File: config.mk
export PLATFORM = sky130hd
export DESIGN_NAME = axil_regbus_bridge
export DESIGN_NICKNAME = d
export VERILOG_FILES = /design/src/rtl/regbus_bridge_pkg.sv /design/src/rtl/regbus_bridge_wcap.sv /design/src/rtl/regbus_bridge_seq.sv /design/src/rtl/axil_regbus_bridge.sv
export SDC_FILE = /design/constraint.sdc
export NUM_CORES = 1
export LEC_CHECK = 0
export BUFFER_PORTS_ARGS = -buffer_cell sky130_fd_sc_hd__clkbuf_2
export CELL_PAD_IN_SITES_DETAIL_PLACEMENT = 1
export CELL_PAD_IN_SITES_GLOBAL_PLACEMENT = 1
export CORE_MARGIN = 2
export CORE_UTILIZATION = 30
export CTS_BUF_LIST = sky130_fd_sc_hd__clkbuf_8
export DETAILED_ROUTE_END_ITERATION = 6
export PLACE_DENSITY = 0.84
export SETUP_SLACK_MARGIN = 0.4
export SLEW_MARGIN = 20
export SYNTH_ARGS = -nofsm -noshare
export SYNTH_HDL_FRONTEND = slang
export SYNTH_SLANG_ARGS = --single-unit
File: constraint.sdc
create_clock -name clk -period 1.6 [get_ports clk]
set_input_delay 0.08 -clock clk [delete_from_list [all_inputs] [get_ports clk]]
set_output_delay 0.08 -clock clk [all_outputs]
set_load 0.01 [all_outputs]
File: src/rtl/regbus_bridge_pkg.sv
package regbus_bridge_pkg;
  typedef enum logic [2:0] {
    ST_IDLE,
    ST_WR_WAIT,
    ST_RD_WAIT,
    ST_WR_RESP,
    ST_RD_RESP
  } bridge_state_t;

  localparam logic [1:0] RESP_OKAY = 2'b00;
endpackage

File: src/rtl/regbus_bridge_wcap.sv
// Captures the AW and W beats independently and reports when both are in.
module regbus_bridge_wcap #(
  parameter int DATA_W = 32,
  parameter int REG_AW = 14
) (
  input  logic              clk,
  input  logic              rst,
  input  logic              idle,
  input  logic              done,
  input  logic              awvalid,
  input  logic [REG_AW-1:0] aw_word,
  output logic              awready,
  input  logic              wvalid,
  input  logic [DATA_W-1:0] wdata,
  output logic              wready,
  output logic              aw_have,
  output logic              w_have,
  output logic              wr_go,
  output logic [REG_AW-1:0] word_addr,
  output logic [DATA_W-1:0] word_data
);
  logic aw_hs, w_hs;

  assign awready = idle && !aw_have;
  assign wready  = idle && !w_have;
  assign aw_hs   = awvalid && awready;
  assign w_hs    = wvalid && wready;
  assign wr_go   = idle && (aw_have || aw_hs) && (w_have || w_hs);

  always_ff @(posedge clk) begin
    if (rst) begin
      aw_have   <= 1'b0;
      w_have    <= 1'b0;
      word_addr <= '0;
      word_data <= '0;
    end else if (done) begin
      aw_have <= 1'b0;
      w_have  <= 1'b0;
    end else begin
      if (aw_hs) begin
        aw_have   <= 1'b1;
        word_addr <= aw_word;
      end
      if (w_hs) begin
        w_have    <= 1'b1;
        word_data <= wdata;
      end
    end
  end

  AST_AW_CAPTURE_HELD: assert property (@(posedge clk) disable iff (rst)
    (aw_have && !done) |=> (aw_have && $stable(word_addr)));
endmodule

File: src/rtl/regbus_bridge_seq.sv
// Access sequencer: arbitration, request pulses and the AXI responses.
module regbus_bridge_seq
  import regbus_bridge_pkg::*;
#(
  parameter int DATA_W = 32,
  parameter int REG_AW = 14
) (
  input  logic              clk,
  input  logic              rst,
  input  logic              wr_go,
  input  logic              aw_have,
  input  logic              w_have,
  input  logic              awvalid,
  input  logic              wvalid,
  input  logic              arvalid,
  input  logic [REG_AW-1:0] ar_word,
  output logic              arready,
  input  logic              bready,
  input  logic              rready,
  output logic              idle,
  output logic              wr_done,
  output logic              bvalid,
  output logic [1:0]        bresp,
  output logic              rvalid,
  output logic [DATA_W-1:0] rdata,
  output logic [1:0]        rresp,
  output logic              wr_req,
  input  logic              wr_ack,
  output logic              rd_req,
  output logic [REG_AW-1:0] rd_addr,
  input  logic [DATA_W-1:0] rd_data_in,
  input  logic              rd_ack
);
  bridge_state_t state;

  assign idle    = (state == ST_IDLE);
  // Any sign of write activity holds the read channel off.
  assign arready = idle && !aw_have && !w_have && !awvalid && !wvalid;
  assign wr_done = bvalid && bready;
  assign bresp   = RESP_OKAY;
  assign rresp   = RESP_OKAY;

  always_ff @(posedge clk) begin
    if (rst) begin
      state   <= ST_IDLE;
      wr_req  <= 1'b0;
      rd_req  <= 1'b0;
      bvalid  <= 1'b0;
      rvalid  <= 1'b0;
      rdata   <= '0;
      rd_addr <= '0;
    end else begin
      wr_req <= 1'b0;
      rd_req <= 1'b0;
      unique case (state)
        ST_IDLE: begin
          if (wr_go) begin
            state  <= ST_WR_WAIT;
            wr_req <= 1'b1;
          end else if (arvalid && arready) begin
            state   <= ST_RD_WAIT;
            rd_req  <= 1'b1;
            rd_addr <= ar_word;
          end
        end
        ST_WR_WAIT: begin
          if (wr_ack) begin
            state  <= ST_WR_RESP;
            bvalid <= 1'b1;
          end
        end
        ST_RD_WAIT: begin
          if (rd_ack) begin
            state  <= ST_RD_RESP;
            rvalid <= 1'b1;
            rdata  <= rd_data_in;
          end
        end
        ST_WR_RESP: begin
          if (bready) begin
            state  <= ST_IDLE;
            bvalid <= 1'b0;
          end
        end
        ST_RD_RESP: begin
          if (rready) begin
            state  <= ST_IDLE;
            rvalid <= 1'b0;
          end
        end
        default: state <= ST_IDLE;
      endcase
    end
  end

  AST_WREQ_PULSE: assert property (@(posedge clk) disable iff (rst)
    wr_req |=> !wr_req);
  AST_RREQ_PULSE: assert property (@(posedge clk) disable iff (rst)
    rd_req |=> !rd_req);
  AST_B_HOLD: assert property (@(posedge clk) disable iff (rst)
    (bvalid && !bready) |=> bvalid);
  AST_R_HOLD: assert property (@(posedge clk) disable iff (rst)
    (rvalid && !rready) |=> (rvalid && $stable(rdata)));
endmodule

File: src/rtl/axil_regbus_bridge.sv
module axil_regbus_bridge #(
  parameter int AXI_AW = 32,
  parameter int DATA_W = 32,
  parameter int REG_AW = 14
) (
  input  logic              clk,
  input  logic              rst,
  input  logic              s_awvalid,
  output logic              s_awready,
  input  logic [AXI_AW-1:0] s_awaddr,
  input  logic [2:0]        s_awprot,
  input  logic              s_wvalid,
  output logic              s_wready,
  input  logic [DATA_W-1:0] s_wdata,
  output logic              s_bvalid,
  input  logic              s_bready,
  output logic [1:0]        s_bresp,
  input  logic              s_arvalid,
  output logic              s_arready,
  input  logic [AXI_AW-1:0] s_araddr,
  input  logic [2:0]        s_arprot,
  output logic              s_rvalid,
  input  logic              s_rready,
  output logic [DATA_W-1:0] s_rdata,
  output logic [1:0]        s_rresp,
  output logic              reg_wr_req,
  output logic [REG_AW-1:0] reg_wr_addr,
  output logic [DATA_W-1:0] reg_wr_data,
  input  logic              reg_wr_ack,
  output logic              reg_rd_req,
  output logic [REG_AW-1:0] reg_rd_addr,
  input  logic [DATA_W-1:0] reg_rd_data,
  input  logic              reg_rd_ack
);
  localparam int WORD_LO = 2;
  localparam int WORD_HI = REG_AW + WORD_LO - 1;

  logic idle, wr_done, wr_go, aw_have, w_have;
  logic [REG_AW-1:0] aw_word, ar_word;

  assign aw_word = s_awaddr[WORD_HI:WORD_LO];
  assign ar_word = s_araddr[WORD_HI:WORD_LO];

  // Byte offsets, protection and any bits above the word address are dropped.
  generate
    if (AXI_AW > WORD_HI + 1) begin : g_upper
      logic unused_addr_bits;
      assign unused_addr_bits = ^{s_awaddr[AXI_AW-1:WORD_HI+1], s_araddr[AXI_AW-1:WORD_HI+1],
                                  s_awaddr[WORD_LO-1:0], s_araddr[WORD_LO-1:0], s_awprot, s_arprot};
    end else begin : g_exact
      logic unused_addr_bits;
      assign unused_addr_bits = ^{s_awaddr[WORD_LO-1:0], s_araddr[WORD_LO-1:0], s_awprot, s_arprot};
    end
  endgenerate

  regbus_bridge_wcap #(.DATA_W(DATA_W), .REG_AW(REG_AW)) i_wcap (
    .clk       (clk),
    .rst       (rst),
    .idle      (idle),
    .done      (wr_done),
    .awvalid   (s_awvalid),
    .aw_word   (aw_word),
    .awready   (s_awready),
    .wvalid    (s_wvalid),
    .wdata     (s_wdata),
    .wready    (s_wready),
    .aw_have   (aw_have),
    .w_have    (w_have),
    .wr_go     (wr_go),
    .word_addr (reg_wr_addr),
    .word_data (reg_wr_data)
  );

  regbus_bridge_seq #(.DATA_W(DATA_W), .REG_AW(REG_AW)) i_seq (
    .clk        (clk),
    .rst        (rst),
    .wr_go      (wr_go),
    .aw_have    (aw_have),
    .w_have     (w_have),
    .awvalid    (s_awvalid),
    .wvalid     (s_wvalid),
    .arvalid    (s_arvalid),
    .ar_word    (ar_word),
    .arready    (s_arready),
    .bready     (s_bready),
    .rready     (s_rready),
    .idle       (idle),
    .wr_done    (wr_done),
    .bvalid     (s_bvalid),
    .bresp      (s_bresp),
    .rvalid     (s_rvalid),
    .rdata      (s_rdata),
    .rresp      (s_rresp),
    .wr_req     (reg_wr_req),
    .wr_ack     (reg_wr_ack),
    .rd_req     (reg_rd_req),
    .rd_addr    (reg_rd_addr),
    .rd_data_in (reg_rd_data),
    .rd_ack     (reg_rd_ack)
  );

  AST_BUSY_NO_READY: assert property (@(posedge clk) disable iff (rst)
    (s_bvalid || s_rvalid) |-> (!s_awready && !s_wready && !s_arready));
  AST_SINGLE_REQ: assert property (@(posedge clk) disable iff (rst)
    !(reg_wr_req && reg_rd_req));
  AST_READ_YIELDS: assert property (@(posedge clk) disable iff (rst)
    (s_awvalid || s_wvalid) |-> !s_arready);
endmodule

==> results_dict.tcl <==
set metrics [dict create \
    drt_pass1_iterations 4 \
    regToRegStartpoint "i_seq.state[2]$_SDFFE_PP0P_" \
    final_layout_size_suffix_gt1_frac 0.5310 \
    post-layout-total-power_mw 9.762 \
    clock_latency_ns 0.39 \
    timing.final.hold_violations 0 \
    synthesis.area_um2 3742 \
    postLayoutSetupSlackWorst_ns -0.01178 \
    regArea_um2 2034 \
    floorplan.initialDensity 0.3090 \
    worstPathArrival_ns 1.86 \
    leakagePower_nw 3.436 \
    cp_cell_sequence "nor4_4, buf_4, nand3_4, mux2i_1, nor2_1" \
    required_ns 1.84 \
    worstHoldPathType "in -> reg" \
    placement_rows 40 \
    synthTopCellsByCount "nand2_1, dfxtp_1, a21oi_1" \
    ys_types 33 \
    grt_pass1_vias 5105 \
    nNetsFinal 895 \
    multi_input_comb_area_um2 2298 \
    numClockSinks 101 \
    areaGrowthSynthToFinish_pct 98.60 \
    synth_top_family_by_area "simple AND/OR/NAND/NOR gates" \
    synth_xor_xnor_area_share 0 \
    critPathLaunchType "flip-flop" \
    worst_path_bufs_invs 1 \
    drc 0 \
    synth.area.mux_share 0.07757 \
    critical_path.endpoint_type "flip-flop" \
    largest_net_degree_at_the_start_of_global_routing 89 \
    finish.utilization 0.6136 \
    max_clock_freq_mhz 620.4 \
    dieArea_um2 13380 \
    ys_seq_elements 101 \
    average_routed_wire_per_standard_cell_um 22.36 \
    min_period_over_period 1.007 \
    rsz_0062_raised_after_global_routing "yes" \
    syn-mean-instance-area_um2 8.663 \
    floorplan.core_area_um2 12110 \
    startpoint "i_seq.state[2]$_SDFFE_PP0P_" \
    p_per_area_nw_per_um2 1313 \
    ir_drop_uv 695.5 \
    portBuffers 199 \
    highest_net_fanout_along_the_worst_path 7 \
    synthCells 432 \
    numCtsBuffers 9 \
    yosysWarningCount 0 \
    slew_limit_headroom 0.6652 \
    routed_wl_mm 20.73 \
    timing.max_cap.violations 0 \
    cts_tree "done" \
    hold_path_startpoint "s_rready" \
    die_extent_in_x_um 115.7 \
    post-synth-top-count-cell "nand2_1" \
    synth_top_cell_by_area "dfxtp_1" \
    critical-path-max-stage-delay_ns 0.39 \
    vias_per_cell 5.041 \
    setup_violations 1 \
    yosys_most_used_dff "dfxtp_1" \
    post_synth_fa_ha_maj_area_fraction 0 \
    grt_pass1_wl_mm 26.15 \
    grt_usage 0.2575 \
    failed_checks "setup timing" \
    yosys.area_share.simple 0.2143 \
    final.fill_count 1349 \
    cpMaxStageDelayCell "dfxtp_4" \
    dp_hpwl_mm 8.487 \
    synth_seq_area_share 0.5403 \
    cts.reportedPaths.clkPinSlew_ns 0.11 \
    complex_gate_fraction_of_the_synthesized_area 0.1110 \
    number_of_antenna_violations_at_the_first_check_in_global_routing 1 \
    worstMarginPinSlew_ns 0.5022 \
    async_flop_share 0 \
    first_iter_violations 149 \
    vertical_die_dimension_um 115.7 \
    outcome "finished with violations" \
    globalRoute.totalOverflow 0 \
    r2r_setup_slack_ns -0.01 \
    skew_ns 0.01719 \
    top_level_i_o_count 246 \
    via_count 4673 \
    netlist_top_cells_area "dfxtp_1, nand2_1, a21oi_1" \
    period_minus_slack_ns 1.612 \
    synth_top_area_share 0.5403 \
    final_antenna_net_count 0 \
    place.gp.congestion 0.7649 \
    cts-htree-levels 3 \
    clock_tree.buffer_depth 2 \
    path_delay_family "simple AND/OR/NAND/NOR gates" \
    number_of_enable_flip_flop_cells_after_synthesis 0 \
    setup.worst_path.class "reg -> reg" \
    clockRootBuffer "clkbuf_8" \
    report.final.slew_viol_count 0 \
]
report_power, final:
part           total [mW]  internal [mW]  switching [mW]
logic                4.73           2.30            2.42
clock network        1.67          0.751           0.917
registers            3.37           2.93           0.441
total                9.76           5.98            3.78
final cells by class:
class,count,share of cell area
tap,168,0.02828
sequential,101,0.2737
multi-input combinational,299,0.3093
inverter,2,0.001010
clock buffer,10,0.01852
antenna,2,0.0006734
clock inverter,6,0.007407
timing repair buffer,339,0.3611
final timing paths:
kind,to,cells past startpoint
worst min register to register,i_wcap.word_data[18]$_SDFFE_PP0P_,2
worst min-delay path,i_seq.state[2]$_SDFFE_PP0P_,4
worst max-delay path,i_wcap.word_addr[6]$_SDFFE_PP0P_,5
worst max register to register,i_wcap.word_addr[6]$_SDFFE_PP0P_,5
cells in the final DEF (no fill, tap or decap), drive strengths merged, types with 2 or more instances in the layout:
master,count
dfxtp,101
conb,4
buf,41
nor2,34
a211oi,3
nor2b,2
a21oi,70
inv,4
clkinv,2
clkbuf,212
nor4,2
nand2,133
nand3,3
or3,2
nor3,5
diode,2
mux2i,29
dlygate4sd3,95
per-layer routing:
metal | part of all wire | wire length (µm) | vias to the layer above | GRT usage
met1 | 0.34 | 7130 | 2294 | 0.2536
li1 | - | - | 2060 | -
met5 | 0 | 0 | - | 0
met3 | 0.057 | 1182 | 80 | 0.06172
met2 | 0.54 | 11270 | 239 | 0.4963
met4 | 0.055 | 1137 | 0 | 0.1333
flip-flops by register name, summed over array words and instances, names as in the netlist:
name              cells
i_seq.rdata          32
i_wcap.word_data     32
i_seq.rd_addr        14
i_wcap.word_addr     14
i_seq.state           3
i_seq.bvalid          1
i_seq.rd_req          1
i_seq.rvalid          1
i_seq.wr_req          1
i_wcap.aw_have        1
i_wcap.w_have         1
tightest hold or removal path: cells and delay by family:
kind                   cells  cell delay (ns)
AOI/OAI and AO/OA          1             0.15
and+or+nand+nor            2             0.11
buffers and inverters      1             0.11
logic make-up (layout without fill, tap and decap cells):
group / count (synthesis) / count (layout)
AND/OR/NAND/NOR: 186 / 187
flip-flops: 101 / 101
multiplexers: 29 / 29
buffers and inverters: 36 / 357
other: 1 / 6
AO/OA/AOI/OAI: 79 / 79
metrics by stage:
stage | instances | hold WS, ns | setup TNS [ns] | worst slack (ns) | cell area (µm²)
after floorplan | 435 | 0.1838 | 0 | 0.1524 | 3815
after global placement | 780 | 0.3040 | 0 | 0.1217 | 4931
after detailed placement | 780 | 0.3117 | 0 | 0.02253 | 4931
after CTS | 913 | 0.03616 | 0 | 0.1103 | 6476
after global routing | 926 | 0.09890 | -0.2045 | -0.06878 | 7430
final | 927 | 0.08146 | -0.01178 | -0.01178 | 7432
timing repair:
item / 4_1_cts / 5_1_grt
hold buffers: 95 / 0
gates cloned: 7 / 7
pin swaps: 6 / 88
hold endpoints to repair: 95 / 0
gates resized for setup: 28 / 207
setup endpoints to repair: 103 / 103
setup buffers: 15 / 5
Power figures use the tool's default switching activity.
